## config.mk

```make
export PLATFORM = sky130hd
export DESIGN_NAME = bus_xact_monitor
export DESIGN_NICKNAME = d
export VERILOG_FILES = /design/src/rtl/bxm_pkg.sv /design/src/rtl/bxm_sync.sv /design/src/rtl/bxm_framer.sv /design/src/rtl/bxm_trigger.sv /design/src/rtl/bus_xact_monitor.sv
export SDC_FILE = /design/constraint.sdc
export NUM_CORES = 1
export LEC_CHECK = 0
export BUFFER_PORTS_ARGS = -buffer_cell sky130_fd_sc_hd__clkbuf_2
export CORE_MARGIN = 2
export CORE_UTILIZATION = 50
export DETAILED_ROUTE_END_ITERATION = 7
export PLACE_DENSITY = 0.73
export RECOVER_POWER = 25
export REMOVE_ABC_BUFFERS = 1
export SLEW_MARGIN = 40
export SYNTH_ARGS = -nofsm -noshare
export SYNTH_HDL_FRONTEND = slang
export SYNTH_SLANG_ARGS = --single-unit
```

## constraint.sdc

```tcl
create_clock -name clk -period 3.38 [get_ports clk]
set_input_delay 0.676 -clock clk [delete_from_list [all_inputs] [get_ports clk]]
set_output_delay 0.676 -clock clk [all_outputs]
set_load 0.01 [all_outputs]
```

## src/rtl/bxm_pkg.sv

```systemverilog
package bxm_pkg;

    parameter int unsigned ADDR_W = 24;
    parameter int unsigned DATA_W = 32;
    parameter int unsigned LANES  = DATA_W / 8;

    // One sample of every observed bus line.
    typedef struct packed {
        logic              xfer_n;
        logic              alat_n;
        logic              wstat_n;
        logic              rstat_n;
        logic              mem_io;
        logic              cfg_n;
        logic [ADDR_W-1:0] addr;
        logic [DATA_W-1:0] data;
        logic [LANES-1:0]  ben_n;
    } bus_smp_t;

    localparam int unsigned SMP_W = $bits(bus_smp_t);

    localparam bus_smp_t SMP_IDLE = '{
        xfer_n: 1'b1, alat_n: 1'b1, wstat_n: 1'b1, rstat_n: 1'b1,
        mem_io: 1'b0, cfg_n: 1'b1, addr: '0, data: '0, ben_n: '1
    };

    // One decoded transfer.
    typedef struct packed {
        logic              write;
        logic              mem;
        logic              setup;
        logic [ADDR_W-1:0] addr;
        logic [DATA_W-1:0] data;
        logic [LANES-1:0]  ben;
    } xfer_rec_t;

endpackage

```

## src/rtl/bxm_sync.sv

```systemverilog
module bxm_sync #(
    parameter int unsigned W      = 8,
    parameter int unsigned STAGES = 2,
    parameter logic [W-1:0] IDLE  = '0
) (
    input  logic         clk,
    input  logic         rst_n,
    input  logic [W-1:0] din,
    output logic [W-1:0] dout
);

    logic [W-1:0] stage_d [STAGES];
    logic [W-1:0] stage_q [STAGES];

    always_comb begin
        stage_d[0] = din;
        for (int i = 1; i < STAGES; i++) begin
            stage_d[i] = stage_q[i-1];
        end
    end

    always_ff @(posedge clk or negedge rst_n) begin
        if (!rst_n) begin
            for (int i = 0; i < STAGES; i++) begin
                stage_q[i] <= IDLE;
            end
        end else begin
            for (int i = 0; i < STAGES; i++) begin
                stage_q[i] <= stage_d[i];
            end
        end
    end

    assign dout = stage_q[STAGES-1];

endmodule

```

## src/rtl/bxm_framer.sv

```systemverilog
module bxm_framer
    import bxm_pkg::*;
#(
    parameter int unsigned ERR_W    = 4,
    parameter int unsigned SETUP_AW = 3,
    parameter int unsigned SETUP_DW = 8
) (
    input  logic             clk,
    input  logic             rst_n,
    input  bus_smp_t         smp,
    output logic             rec_valid,
    output xfer_rec_t        rec,
    output logic [ERR_W-1:0] err_cnt
);

    localparam logic [ADDR_W-1:0] SETUP_AMASK = {{(ADDR_W-SETUP_AW){1'b0}}, {SETUP_AW{1'b1}}};
    localparam logic [DATA_W-1:0] SETUP_DMASK = {{(DATA_W-SETUP_DW){1'b0}}, {SETUP_DW{1'b1}}};
    localparam logic [ERR_W-1:0]  ERR_MAX     = '1;

    typedef struct packed {
        logic              prev_xfer_n;
        logic              prev_alat_n;
        logic              addr_ok;
        logic              busy;
        logic              write;
        logic              mem;
        logic              setup;
        logic [ADDR_W-1:0] addr;
        logic [ERR_W-1:0]  err;
        logic              out_valid;
        xfer_rec_t         out;
    } fr_state_t;

    fr_state_t st_d, st_q;
    logic      alat_fall, xfer_fall, xfer_rise, status_ok;

    always_comb begin
        st_d             = st_q;
        st_d.out_valid   = 1'b0;
        st_d.prev_xfer_n = smp.xfer_n;
        st_d.prev_alat_n = smp.alat_n;

        alat_fall = st_q.prev_alat_n & ~smp.alat_n;
        xfer_fall = st_q.prev_xfer_n & ~smp.xfer_n;
        xfer_rise = ~st_q.prev_xfer_n & smp.xfer_n;
        status_ok = ~smp.wstat_n | ~smp.rstat_n;

        // Address phase: latched on the strobe edge, held while a transfer is open.
        if (alat_fall && !st_q.busy) begin
            st_d.addr_ok = 1'b1;
            st_d.addr    = smp.addr;
            st_d.mem     = smp.mem_io;
            st_d.setup   = ~smp.cfg_n;
        end

        // Transfer start: needs a latched address and a status line.
        if (xfer_fall && !st_q.busy) begin
            if (st_d.addr_ok && status_ok) begin
                st_d.busy  = 1'b1;
                st_d.write = ~smp.wstat_n;
            end else if (st_q.err != ERR_MAX) begin
                st_d.err = st_q.err + 1'b1;
            end
        end

        // Transfer end: data and lanes taken from this same sample.
        if (xfer_rise && st_q.busy) begin
            st_d.out_valid = 1'b1;
            st_d.out.write = st_q.write;
            st_d.out.mem   = st_q.mem;
            st_d.out.setup = st_q.setup;
            st_d.out.addr  = st_q.setup ? (st_q.addr & SETUP_AMASK) : st_q.addr;
            st_d.out.data  = st_q.setup ? (smp.data & SETUP_DMASK) : smp.data;
            st_d.out.ben   = ~smp.ben_n;
            st_d.busy      = 1'b0;
            st_d.addr_ok   = 1'b0;
        end
    end

    always_ff @(posedge clk or negedge rst_n) begin
        if (!rst_n) begin
            st_q             <= '0;
            st_q.prev_xfer_n <= 1'b1;
            st_q.prev_alat_n <= 1'b1;
        end else begin
            st_q <= st_d;
        end
    end

    assign rec_valid = st_q.out_valid;
    assign rec       = st_q.out;
    assign err_cnt   = st_q.err;

endmodule

```

## src/rtl/bxm_trigger.sv

```systemverilog
module bxm_trigger
    import bxm_pkg::*;
(
    input  logic              clk,
    input  logic              rst_n,
    input  logic              rec_valid,
    input  xfer_rec_t         rec,
    input  logic              mode,
    input  logic [ADDR_W-1:0] match_addr,
    input  logic [ADDR_W-1:0] match_mask,
    input  logic              want_write,
    input  logic              want_mem,
    input  logic              clr,
    output logic              hit
);

    typedef struct packed {
        logic hit;
    } tg_state_t;

    tg_state_t tg_d, tg_q;
    logic      addr_eq, attr_eq, match;

    always_comb begin
        tg_d    = tg_q;
        addr_eq = ((rec.addr ^ match_addr) & match_mask) == '0;
        attr_eq = (rec.write == want_write) && (rec.mem == want_mem);
        match   = mode ? rec.setup : (!rec.setup && attr_eq && addr_eq);
        if (clr) begin
            tg_d.hit = 1'b0;
        end else if (rec_valid && match) begin
            tg_d.hit = 1'b1;
        end
    end

    always_ff @(posedge clk or negedge rst_n) begin
        if (!rst_n) begin
            tg_q <= '0;
        end else begin
            tg_q <= tg_d;
        end
    end

    assign hit = tg_q.hit;

endmodule

```

## src/rtl/bus_xact_monitor.sv

```systemverilog
module bus_xact_monitor
    import bxm_pkg::*;
#(
    parameter int unsigned ERR_W       = 4,
    parameter int unsigned SYNC_STAGES = 2,
    parameter int unsigned SETUP_AW    = 3,
    parameter int unsigned SETUP_DW    = 8
) (
    input  logic              clk,
    input  logic              rst_n,
    input  logic              bus_xfer_n,
    input  logic              bus_alat_n,
    input  logic              bus_wstat_n,
    input  logic              bus_rstat_n,
    input  logic              bus_mem_io,
    input  logic              bus_cfgsel_n,
    input  logic [ADDR_W-1:0] bus_addr,
    input  logic [DATA_W-1:0] bus_data,
    input  logic [LANES-1:0]  bus_ben_n,
    input  logic              trig_mode,
    input  logic [ADDR_W-1:0] trig_addr,
    input  logic [ADDR_W-1:0] trig_mask,
    input  logic              trig_write,
    input  logic              trig_mem,
    input  logic              trig_clr,
    output logic              rec_valid,
    output logic              rec_write,
    output logic              rec_mem,
    output logic              rec_setup,
    output logic [ADDR_W-1:0] rec_addr,
    output logic [DATA_W-1:0] rec_data,
    output logic [LANES-1:0]  rec_ben,
    output logic [ERR_W-1:0]  err_cnt,
    output logic              trig_hit
);

    bus_smp_t          raw_smp;
    logic [SMP_W-1:0]  sync_vec;
    bus_smp_t          sync_smp;
    xfer_rec_t         rec;

    always_comb begin
        raw_smp.xfer_n  = bus_xfer_n;
        raw_smp.alat_n  = bus_alat_n;
        raw_smp.wstat_n = bus_wstat_n;
        raw_smp.rstat_n = bus_rstat_n;
        raw_smp.mem_io  = bus_mem_io;
        raw_smp.cfg_n   = bus_cfgsel_n;
        raw_smp.addr    = bus_addr;
        raw_smp.data    = bus_data;
        raw_smp.ben_n   = bus_ben_n;
    end

    bxm_sync #(
        .W      (SMP_W),
        .STAGES (SYNC_STAGES),
        .IDLE   (SMP_IDLE)
    ) u_sync (
        .clk   (clk),
        .rst_n (rst_n),
        .din   (raw_smp),
        .dout  (sync_vec)
    );

    assign sync_smp = bus_smp_t'(sync_vec);

    bxm_framer #(
        .ERR_W    (ERR_W),
        .SETUP_AW (SETUP_AW),
        .SETUP_DW (SETUP_DW)
    ) u_framer (
        .clk       (clk),
        .rst_n     (rst_n),
        .smp       (sync_smp),
        .rec_valid (rec_valid),
        .rec       (rec),
        .err_cnt   (err_cnt)
    );

    bxm_trigger u_trigger (
        .clk        (clk),
        .rst_n      (rst_n),
        .rec_valid  (rec_valid),
        .rec        (rec),
        .mode       (trig_mode),
        .match_addr (trig_addr),
        .match_mask (trig_mask),
        .want_write (trig_write),
        .want_mem   (trig_mem),
        .clr        (trig_clr),
        .hit        (trig_hit)
    );

    assign rec_write = rec.write;
    assign rec_mem   = rec.mem;
    assign rec_setup = rec.setup;
    assign rec_addr  = rec.addr;
    assign rec_data  = rec.data;
    assign rec_ben   = rec.ben;

endmodule

```

**Word-level counts from Yosys, hierarchy flattened**

Index checks and enable logic that the tools add are counted.

- Bits in registers: 232
- Input port bits: 120
- Output and inout port bits: 69

- $add $sub $neg: 1
- Eq/ne operators: 3
- Mux-type cells: 10
- Bitwise logic cells: 14
- Reductions and logical operators: 17

Operator list:

| kind | count |
|---|---|
| 64-bit two-way mux | 1 |
| 32-bit two-way mux | 1 |
| 24-bit AND | 1 |
| 24-bit zero test | 1 |
| 24-bit two-way mux | 1 |
| 24-bit bitwise XOR | 1 |
| 1-bit logical AND | 8 |
| 1-bit NOT | 7 |
| 2-bit two-way mux | 3 |
| 2-bit nonzero test | 3 |
| 4-bit by 1-bit adder with 4-bit output (second input constant) | 1 |
| 1-bit two-way mux | 4 |
| 4-bit inequality test (second input constant) | 1 |
| 4-bit NOT | 1 |
| 2-bit AND reduction | 2 |
| 1-bit AND | 3 |
| 3-bit AND reduction | 1 |
| 1-bit equality test | 2 |
| 1-bit zero test | 2 |
| 1-bit bitwise OR | 1 |

**Longest topological paths before layout**

Gate-level depths: netlist of the first run.

- Depth in word-level cells: 8
- Mapped depth: 7
- Gate-level depth less buffers: 5

**By module**

Synthesis of the first run repeated with hierarchy kept, for this count alone.

- Cell total of the unflattened synthesis: 600
- Area, all modules: 8165.3 µm²

Modules (own cells, without submodules):

| module | times used | cells an instance | area an instance (µm²) | sequential area each (µm²) |
|---|---|---|---|---|
| bxm_framer | 1 | 423 | 4426.7 | 2479.9 |
| bxm_sync | 1 | 132 | 3325.7 | 3325.7 |
| bxm_trigger | 1 | 45 | 412.9 | 25.0 |

**Worst setup path before layout of the first run**

OpenSTA, ideal clock, no wires.

- Path kind: input-to-reg
- Start point: in trig_mode
- End point: reg u_trigger.tg_q, in the netlist u_trigger.hit
- Arrival time: 1475 ps
- Path slack: 1823 ps
- Stages: 4
- Path through: or4b_1 -> nor3_1 -> nand4_1 -> o22ai_1

- Word-level cells in the longest chain between the ends: 3

Ends and longest elaborated chain:

| element | RTL line | source |
|---|---|---|
| start: declaration | bus_xact_monitor.sv:20 | `input logic trig_mode,` |
| 1-bit two-way mux | bxm_trigger.sv:28 | `match = mode ? rec.setup : (!rec.setup && attr_eq && addr_eq);` |
| 1-bit logical AND | bxm_trigger.sv:31 | `end else if (rec_valid && match) begin` |
| 2-bit nonzero test (no line) | -- |  |
| end signal: assignment | bxm_trigger.sv:40 | `tg_q <= tg_d;` |
| end: declaration | bxm_trigger.sv:21 | `tg_state_t tg_d, tg_q;` |

No other way between the ends.
A chain may end at the register's enable or synchronous reset.

**Worst setup path in the final report of the first run**

- Start point: reg u_framer.st_q[98] in the netlist's numbering
- End point: reg u_framer.st_q, in the netlist u_framer.rec[27]

- Word-level cells in the longest chain between the ends: 3

Ends and longest elaborated chain:

| element | RTL line | source |
|---|---|---|
| start: declaration | bxm_framer.sv:34 | `fr_state_t st_d, st_q;` |
| start signal: assignment | bxm_framer.sv:86 | `st_q <= st_d;` |
| 1-bit NOT | bxm_framer.sv:45 | `xfer_rise = ~st_q.prev_xfer_n & smp.xfer_n;` |
| 1-bit AND | bxm_framer.sv:45 |  |
| 1-bit logical AND | bxm_framer.sv:67 | `if (xfer_rise && st_q.busy) begin` |

No other way between the ends.

==> results.ini, run 1 <==
[routing]
first_iter_violations = 225
viasPerCell = 4.69
route.met3.wl_um = 1130
dr.pass1.iters = 4
drt-met1-wl_um = 5770
wl_met2_um = 7030
drc = 0
maxUsedRoutingLayer = met4
antenna_left = 0
routed_wl_um = 14200
vias = 4505
wl_per_cell_um = 14.8

[worst_setup_path]
cp_max_fo = 65
crit-reg2reg-launch = u_framer.st_q[98]$_DFF_PN1_
path_cells = or2_4 > buf_4 > nand2_1 > o21ai_1
r2r_cells = 4
start_kind = flop
slowest_stage = or2_4
cpPeakStageDelay_ps = 590
r2r-end = u_framer.rec[27]$_DFFE_PN0P_
worst-endpoint-required_ps = 3800
path_class = reg2reg
cp.arrival_ps = 2440
cp-end-kind = flop
rrSetupSlack_ps = 1360

[synthesis]
yosys_warnings = 0
ys_ff_latch = 232
synth.cell_area_mm2 = 0.00820
avgSynthCellArea_um2 = 13.7
synth_cell_types = 33
ys_seq_area_frac = 0.711
syn_inst = 598

[floorplanning]
die_area_mm2 = 0.0174
pin_count = 189
initial_core_util = 0.515
row_count = 46
design.core.area_mm2 = 0.0159
die_x_um = 132
die_h_um = 132

[sta]
tns_ps = 0
fin_crit_sh = 0.598
rsz0062_at_grt = false
max_freq_mhz = 495
layout_min_cycle_time_ps = 2020
worstMarginPinSlew_ps = 1730
setup_slack_ps = 1360
final_hold_viol_count = 0
clock_skew_ps = 8.11
slew_violations = 69
setup_violations = 0
whs_ps = 250
max_slew_margin = -0.155

[final_layout]
nNetsFinal = 850
instances_no_fill = 961
n_antenna_cell = 0
areaGrowthSynthToFinish_pct = 17.0
drive_gt1_frac = 0.385
final_area_mm2 = 0.00960
postLayoutCoreUtil = 0.602

[grt]
grt_pass1_vias = 4869
grt_antenna_before_repair = 0
grt_first_pass_wirelength_um = 23900
track_usage = 0.169
grt_max_degree = 93
grt.overflow.total = 0

[min_path]
whs_endpoint = u_sync.stage_d[3]$_DFF_PN1_
min_path_type = in2reg
holdPathStages = 1
holdCritStartpoint = bus_ben_n[3]

[clocking]
clk_path_buf_depth = 3
clk_pin_slew_ps = 60
clkLatencyLatePin_ps = 510
cts_made_buffers = 23
cts_setup_buffers = 0
cts_resized = 0
htreeDepth = 1
root_buffer = clkbuf_16
cts_tree = yes
hold_buffers = 0
cts.sinks = 232

[pwr]
irDropWorstVdd_mv = 0.491
p_total_mw = 7.24
p_per_area_mw_per_mm2 = 754
p_leak_nw = 4.67

[flow_run]
cap_violations = 1

[placed_design]
globalplace.congestion = 0.801
io_buffers = 188
dpl_cell_area_mm2 = 0.00884
dpl_worst_slack_ps = 1340
dp_hpwl_um = 9700
dp.cells = 920

[run_status]
violations = max-capacitance violations, max-slew violations
status = finished with violations

## critical path, delay by kind of cell, from the launching register on
kind            cells  cell delay [ps]
compound gates      1              110
flops               1              530
buf+inv             1              540
simple gates        2              720
## state kept, by name (all words and copies together), names as in the netlist
register            cells
u_sync.dout            66
u_sync.stage_d         66
u_framer.rec_valid      1
u_framer.rec           63
u_framer.err_cnt        4
u_framer.st_q          31
u_trigger.hit           1
## power by group
group / internal, mW / total (mW) / switching (mW)
registers: 3.22 / 3.57 / 0.344
logic: 0.551 / 1.14 / 0.588
clock network: 1.52 / 2.53 / 1.01
## metal layers
layer  track usage  vias up
met5             0        -
met4        0.0471        0
met3        0.0511       27
met2         0.279      149
met1         0.218     2200
li1              -     2129
## cell usage in the layout, fill, tap and decap left out, types with 2 or more instances in the layout
cell type   netlist  routed
bufinv_16         0       2
o21ai_1          43      43
buf_4            66       2
nand2b_1         46      46
a221oi_1          5       5
clkinv_2          0       6
buf_12            0       2
dfrtp_1         212     211
nand4_1           3       3
nand2_1          90      90
a22oi_1           2       2
nor2_1            4       4
mux2_2           26      26
a22o_1            5       5
o21ai_0           2       2
clkinvlp_4        0       2
clkbuf_16         0      23
inv_1             2       2
clkbuf_1          9       6
clkbuf_2          0     184
nand2_2           2       2
dfstp_2          20      20
clkbuf_8          0       5
xor2_1           27      27
o21ai_2           8       8
xnor2_1           2       2
## Yosys cell counts
| cell | instances | share of area |
|---|---|---|
| buf_4 | 66 | 0.060 |
| and3_1 | 1 | 0.00076 |
| or4b_1 | 1 | 0.0012 |
| inv_1 | 2 | 0.00092 |
| nor3b_1 | 1 | 0.00092 |
| a31oi_1 | 1 | 0.00076 |
| nand2_2 | 2 | 0.0015 |
| o21ai_0 | 2 | 0.0012 |
| nand2b_1 | 46 | 0.035 |
| mux2i_1 | 1 | 0.0012 |
| a221oi_1 | 5 | 0.0053 |
| a21oi_1 | 1 | 0.00061 |
| o22ai_1 | 1 | 0.00076 |
| dfrtp_1 | 212 | 0.65 |
| clkbuf_1 | 9 | 0.0041 |
| inv_2 | 1 | 0.00046 |
| xnor2_1 | 2 | 0.0021 |
| mux2_2 | 26 | 0.036 |
| nand2_1 | 90 | 0.041 |
| or2_1 | 1 | 0.00076 |
| a22o_1 | 5 | 0.0053 |
| o21ai_1 | 43 | 0.026 |
| nand4_1 | 3 | 0.0023 |
| ha_1 | 1 | 0.0015 |
| nor3b_2 | 1 | 0.0015 |
| nor2_1 | 4 | 0.0018 |
| nand3_1 | 1 | 0.00061 |
| dfstp_2 | 20 | 0.064 |
| a22oi_1 | 2 | 0.0018 |
| buf_6 | 11 | 0.015 |
| xor2_1 | 27 | 0.029 |
| o21ai_2 | 8 | 0.0085 |
| nor3_1 | 1 | 0.00061 |
## area by class of cell
type	instances	area, um^2
fill	1277	6340
clock inverter	11	125
inverter	3	11.3
multi-input combinational	277	1720
timing repair buffer	192	991
clock buffer	30	652
tap	216	270
sequential	232	5830
## worst max path at each step
stage                                            from                            end
after floorplan           u_framer.st_q[98]$_DFF_PN1_   u_framer.rec[10]$_DFFE_PN0P_
after global placement                      trig_mode      u_trigger.hit$_DFFE_PN0P_
after detailed placement  u_framer.st_q[98]$_DFF_PN1_   u_framer.rec[27]$_DFFE_PN0P_
after CTS                 u_framer.st_q[98]$_DFF_PN1_   u_framer.rec[27]$_DFFE_PN0P_
after global routing                            rst_n  u_framer.st_q[92]$_DFFE_PN0P_
final                     u_framer.st_q[98]$_DFF_PN1_   u_framer.rec[27]$_DFFE_PN0P_
## logic make-up (layout without fill, tap and decap cells)
logic type	Yosys count	in the layout	synth area share
xor+xnor	29	29	0.0310
mux	27	27	0.0369
compound gates	68	68	0.0506
buf+inv	89	236	0.0810
fa+ha+maj	1	1	0.00152
simple gates	152	152	0.0883
flops	232	232	0.711
(Power assumes the default switching activity.)
==> run 2: changes to the inputs <==
Clock period 3.38 ns to 1.9 ns, I/O delays scaled along.
==> results.ini, run 2 (synthesized netlist as in run 1, its figures left out) <==
[sta]
worstMarginPinSlew_ps = 652  ; was 1730 ps
final_hold_viol_count = 0  ; unchanged
tns_ps = 0  ; unchanged
layout_min_cycle_time_ps = 1650  ; was 2020 ps
setup_violations = 0  ; unchanged
slew_violations = 0  ; was 69
clock_skew_ps = 15.6  ; was 8.11 ps
whs_ps = 111  ; was 250 ps
rsz0062_at_grt = false  ; unchanged
fin_crit_sh = 0.870  ; was 0.598
max_slew_margin = 0.565  ; was -0.155
max_freq_mhz = 605  ; was 495 MHz

[routing]
drc = 0  ; unchanged
routed_wl_um = 15900  ; was 14200 um
antenna_left = 0  ; unchanged
viasPerCell = 4.74  ; was 4.69
vias = 4915  ; was 4505
dr.pass1.iters = 4  ; unchanged
first_iter_violations = 213  ; was 225
wl_per_cell_um = 15.3  ; was 14.8 um

[grt]
grt_max_degree = 63  ; was 93
grt_antenna_before_repair = 0  ; unchanged
grt.overflow.total = 0  ; unchanged
grt_use_met3 = 0.0427  ; was 0.0511
use_met2 = 0.336  ; was 0.279
use_met1 = 0.235  ; was 0.218
grt_first_pass_wirelength_um = 26700  ; was 23900 um
grt_pass1_vias = 5417  ; was 4869
grt.busiest_layer = met2  ; unchanged
track_usage = 0.190  ; was 0.169

[worst_setup_path]
cp-end-kind = flop  ; unchanged
cp_max_fo = 62  ; was 65
worst-endpoint-required_ps = 2260  ; was 3800 ps
start_kind = flop  ; unchanged
path_class = reg2reg  ; unchanged
cp.arrival_ps = 2010  ; was 2440 ps

[clocking]
clkLatencyLatePin_ps = 500  ; was 510 ps
clk_path_buf_depth = 3  ; unchanged
cts_resized = 0  ; unchanged
clk_pin_slew_ps = 60  ; about the same
cts_made_buffers = 23  ; unchanged
cts.sinks = 232  ; unchanged
cts_tree = yes  ; unchanged
htreeDepth = 1  ; unchanged
root_buffer = clkbuf_16  ; unchanged

[pwr]
clock_power_share = 0.353  ; was 0.350
combPwrFrac = 0.172  ; was 0.157
p_leak_nw = 5.01  ; was 4.67 nW
p_per_area_mw_per_mm2 = 1270  ; was 754 mW/mm^2
irDropWorstVdd_mv = 0.792  ; was 0.491 mV
swShare = 0.266  ; was 0.269
sequentialPowerShare = 0.476  ; was 0.493
internal_power_mw = 9.69  ; was 5.30 mW
power.net_switching_mw = 3.52  ; was 1.94 mW

[floorplanning]
initial_core_util = 0.515  ; unchanged
die_h_um = 132  ; unchanged
pin_count = 189  ; unchanged
row_count = 46  ; unchanged
design.core.area_mm2 = 0.0159  ; unchanged
die_area_mm2 = 0.0174  ; unchanged
die_x_um = 132  ; unchanged

[final_layout]
nNetsFinal = 924  ; was 850
drive_gt1_frac = 0.352  ; was 0.385
layout_common_cells = dfrtp_1 (212), clkbuf_2 (183), nand2_1 (90)  ; was dfrtp_1 (211), clkbuf_2 (184), nand2_1 (90)
final_common_cell = dfrtp_1  ; unchanged
areaGrowthSynthToFinish_pct = 26.5  ; was 17.0%
instances_no_fill = 1036  ; was 961
n_antenna_cell = 0  ; unchanged
final_area_mm2 = 0.0104  ; was 0.00960 mm^2

[placed_design]
io_buffers = 188  ; unchanged
dp.cells = 927  ; was 920
dpl_cell_area_mm2 = 0.00893  ; was 0.00884 mm^2
dp_hpwl_um = 9910  ; was 9700 um
globalplace.congestion = 0.781  ; was 0.801

[flow_run]
cap_violations = 0  ; was 1

[run_status]
status = complete, no violations  ; was finished with violations

[min_path]
min_path_type = in2reg  ; unchanged

## run 2: changes by cell type in the layout (fill, tap and decap cells not counted), moves of 3 or more
cell,change
clkbuf_1,+3
clkbuf_8,-3
dlygate4sd3_1,+67
buf_12,+3
buf_4,+4
## run 2: what timing repair did
| item | CTS | global route |
|---|---|---|
| setup buffers | 0 | 0 |
| endpoints found under the setup margin | 0 | 0 |
| endpoints found under the hold margin | 105 | 1 |
| hold buffers | 66 | 1 |
## run 2: worst max-delay path, stage by stage (launching register included)
cell     delay [ps]
dfstp_1         570
nand2_1          70
or2_4           260
buf_4           320
nand2_1         180
o21ai_1          80
## run 2: per-layer routing
layer	up-vias	share of wire
li1	2278	-
met1	2456	0.41
met2	156	0.51
met3	25	0.059
met4	0	0.018
met5	-	0
## run 2: power by group through the flow
stage | clock (mW) | combinational, mW | sequential [mW]
5_1_grt | 5.01 | 2.51 | 6.39
6_report | 4.66 | 2.27 | 6.28
4_1_cts | 4.79 | 2.29 | 6.29
3_3_place_gp | 0 | 2.09 | 6.30
3_5_place_dp | 0 | 2.17 | 6.36
2_1_floorplan | 0 | 0.943 | 6.47
## run 2: cell type report
cell class	count	area, um^2
Tap cell	216	270
Clock inverter	12	166
Sequential cell	232	5830
Inverter	3	11.3
Multi-Input combinational cell	277	1720
Timing Repair Buffer	266	1760
Clock buffer	30	622
Fill cell	1190	5560
## run 2: final timing paths
path / start / to / slack, ps / cells after the start
setup / recovery: u_sync.dout[65]$_DFF_PN1_ / u_framer.rec[25]$_DFFE_PN0P_ / 250 / 5
hold / removal: trig_clr / u_trigger.hit$_DFFE_PN0P_ / 110 / 2
setup reg to reg: u_sync.dout[65]$_DFF_PN1_ / u_framer.rec[25]$_DFFE_PN0P_ / 250 / 5
hold reg to reg: u_sync.stage_d[33]$_DFF_PN0_ / u_sync.dout[33]$_DFF_PN0_ / 350 / 0
max in group asynchronous: rst_n / u_sync.dout[60]$_DFF_PN1_ / 810 / 3
min in group asynchronous: rst_n / u_sync.stage_d[25]$_DFF_PN0_ / 410 / 2
## run 2: through the flow
stage,power [mW],utilization,setup WS (ps)
6_report,13.2,0.651,247
5_1_grt,13.9,0.651,109
4_1_cts,13.4,0.651,234
3_5_place_dp,8.54,0.560,191
3_3_place_gp,8.39,0.560,235
2_1_floorplan,7.42,-,-1300
==> run 3: changes to the inputs <==
Settings changed: RECOVER_POWER 25 to 100, TNS_END_PERCENT from default to 100.
==> results.ini, run 3 (synthesized netlist as in run 1, its figures left out) <==
[sta]
tns_ps = 0  ; unchanged
max_slew_margin = 0.542  ; was 0.565
fin_crit_sh = 0.873  ; was 0.870
setup_slack_ps = 242  ; was 247 ps
clock_skew_ps = 15.7  ; was 15.6 ps
rsz0062_at_grt = false  ; unchanged
max_freq_mhz = 603  ; was 605 MHz
setup_violations = 0  ; unchanged
worstMarginPinSlew_ps = 687  ; was 652 ps
final_hold_viol_count = 0  ; unchanged
layout_min_cycle_time_ps = 1660  ; was 1650 ps
slew_violations = 0  ; unchanged

[flow_run]
cap_violations = 0  ; unchanged

[min_path]
holdCritStartpoint = trig_clr  ; unchanged
whs_endpoint = u_trigger.hit$_DFFE_PN0P_  ; unchanged
min_path_type = in2reg  ; unchanged
holdPathStages = 2  ; unchanged

[placed_design]
globalplace.congestion = 0.781  ; unchanged
dpl_worst_slack_ps = 191  ; unchanged
io_buffers = 188  ; unchanged
dp_hpwl_um = 9910  ; unchanged
dpl_cell_area_mm2 = 0.00893  ; unchanged

[grt]
grt_pass1_vias = 5417  ; unchanged
track_usage = 0.190  ; unchanged
grt_max_degree = 63  ; unchanged
grt.overflow.total = 0  ; unchanged
grt_antenna_before_repair = 0  ; unchanged
grt_first_pass_wirelength_um = 26700  ; unchanged

[routing]
drc = 0  ; unchanged
wl_per_cell_um = 15.4  ; was 15.3 um
routed_wl_um = 16000  ; was 15900 um
antenna_left = 0  ; unchanged
vias = 4901  ; was 4915
viasPerCell = 4.73  ; was 4.74
first_iter_violations = 202  ; was 213
dr.pass1.iters = 4  ; unchanged

[clocking]
clkLatencyLatePin_ps = 500  ; about the same
cts_resized = 0  ; unchanged
cts_setup_buffers = 0  ; unchanged
hold_buffers = 66  ; unchanged
cts.sinks = 232  ; unchanged
clk_pin_slew_ps = 60  ; about the same
cts_tree = yes  ; unchanged
cts_made_buffers = 23  ; unchanged
root_buffer = clkbuf_16  ; unchanged
clk_path_buf_depth = 3  ; unchanged
htreeDepth = 1  ; unchanged

[worst_setup_path]
start_kind = flop  ; unchanged
worst-endpoint-required_ps = 2270  ; was 2260 ps
path_class = reg2reg  ; unchanged
cp_top_family = flip-flops  ; unchanged
rrSetupSlack_ps = 240  ; was 250 ps
cp-end-kind = flop  ; unchanged
slowest_stage = dfstp_1  ; unchanged
r2r-end = u_framer.err_cnt[1]$_DFFE_PN0P_  ; was u_framer.rec[25]$_DFFE_PN0P_
cpPeakStageDelay_ps = 570  ; about the same
cp_max_fo = 4  ; was 62
path_cells = nor3b_4 > o21ai_0 > and3_1 > mux2_2  ; was nand2_1 > or2_4 > buf_4 > nand2_1 > o21ai_1
crit-reg2reg-launch = u_sync.dout[64]$_DFF_PN1_  ; was u_sync.dout[65]$_DFF_PN1_
cp.arrival_ps = 2030  ; was 2010 ps
worst-path-buf-inv = 0  ; was 1
r2r_cells = 4  ; was 5

[final_layout]
final_common_cell = dfrtp_1  ; unchanged
layout_common_cells = dfrtp_1 (212), clkbuf_2 (115), nand2_1 (91)  ; was dfrtp_1 (212), clkbuf_2 (183), nand2_1 (90)
postLayoutCoreUtil = 0.642  ; was 0.651
drive_gt1_frac = 0.255  ; was 0.352
final_area_mm2 = 0.0102  ; was 0.0104 mm^2
nNetsFinal = 924  ; unchanged
n_antenna_cell = 0  ; unchanged
areaGrowthSynthToFinish_pct = 24.7  ; was 26.5%

[floorplanning]
design.core.area_mm2 = 0.0159  ; unchanged
die_h_um = 132  ; unchanged
die_area_mm2 = 0.0174  ; unchanged
initial_core_util = 0.515  ; unchanged
pin_count = 189  ; unchanged
die_x_um = 132  ; unchanged
row_count = 46  ; unchanged

[run_status]
status = complete, no violations  ; unchanged

[pwr]
irDropWorstVdd_mv = 0.784  ; was 0.792 mV
p_per_area_mw_per_mm2 = 1270  ; about the same
p_leak_nw = 4.77  ; was 5.01 nW

==> run 3: cell types whose count changed in the layout (fill, tap and decap cells not counted), sizes merged <==
cell / before / now
buf: 12 / 6
clkbuf: 217 / 223
==> run 3: layout make-up <==
type | count | area, um^2
multi-input cells | 277 | 1690
flip-flops and latches | 232 | 5830
repair buffers | 266 | 1640
well taps | 216 | 270
fillers | 1248 | 5710
inverters | 3 | 11.3
clock buffers | 30 | 622
clock inverters | 12 | 166
==> run 3: worst max path at each step <==
stage | startpoint | to | slack (ps) | cells after the start
2_1_floorplan | u_framer.st_q[98]$_DFF_PN1_ | u_framer.rec[10]$_DFFE_PN0P_ | -1300 | 4
6_report | u_sync.dout[64]$_DFF_PN1_ | u_framer.err_cnt[1]$_DFFE_PN0P_ | 240 | 4
3_3_place_gp | trig_addr[4] | u_trigger.hit$_DFFE_PN0P_ | 230 | 6
3_5_place_dp | trig_addr[4] | u_trigger.hit$_DFFE_PN0P_ | 190 | 6
5_1_grt | u_sync.dout[65]$_DFF_PN1_ | u_framer.rec[17]$_DFFE_PN0P_ | 110 | 5
4_1_cts | u_framer.rec[40]$_DFFE_PN0P_ | u_trigger.hit$_DFFE_PN0P_ | 230 | 5
==> run 3: stage by stage <==
stage	hold slack, ps	total power [mW]	std cells
6_report	112	13.0	1036
2_1_floorplan	84.4	7.42	512
4_1_cts	2.04	13.4	1035
3_5_place_dp	335	8.54	927
5_1_grt	93.2	13.7	1036
3_3_place_gp	330	8.39	927
==> run 3: routing by layer <==
metal	share of wire	track usage	routed length [um]
met1	0.41	0.235	6580
met5	0	0	0
met3	0.058	0.0427	928
met2	0.51	0.336	8210
met4	0.017	0.0519	276
==> run 3: power by group <==
group	leakage, nW	internal, mW	total, mW	switching [mW]
Combinational	1.60	0.945	2.08	1.14
Clock	0.388	2.86	4.66	1.80
Sequential	2.78	5.74	6.28	0.544
Total	4.77	9.54	13.0	3.48
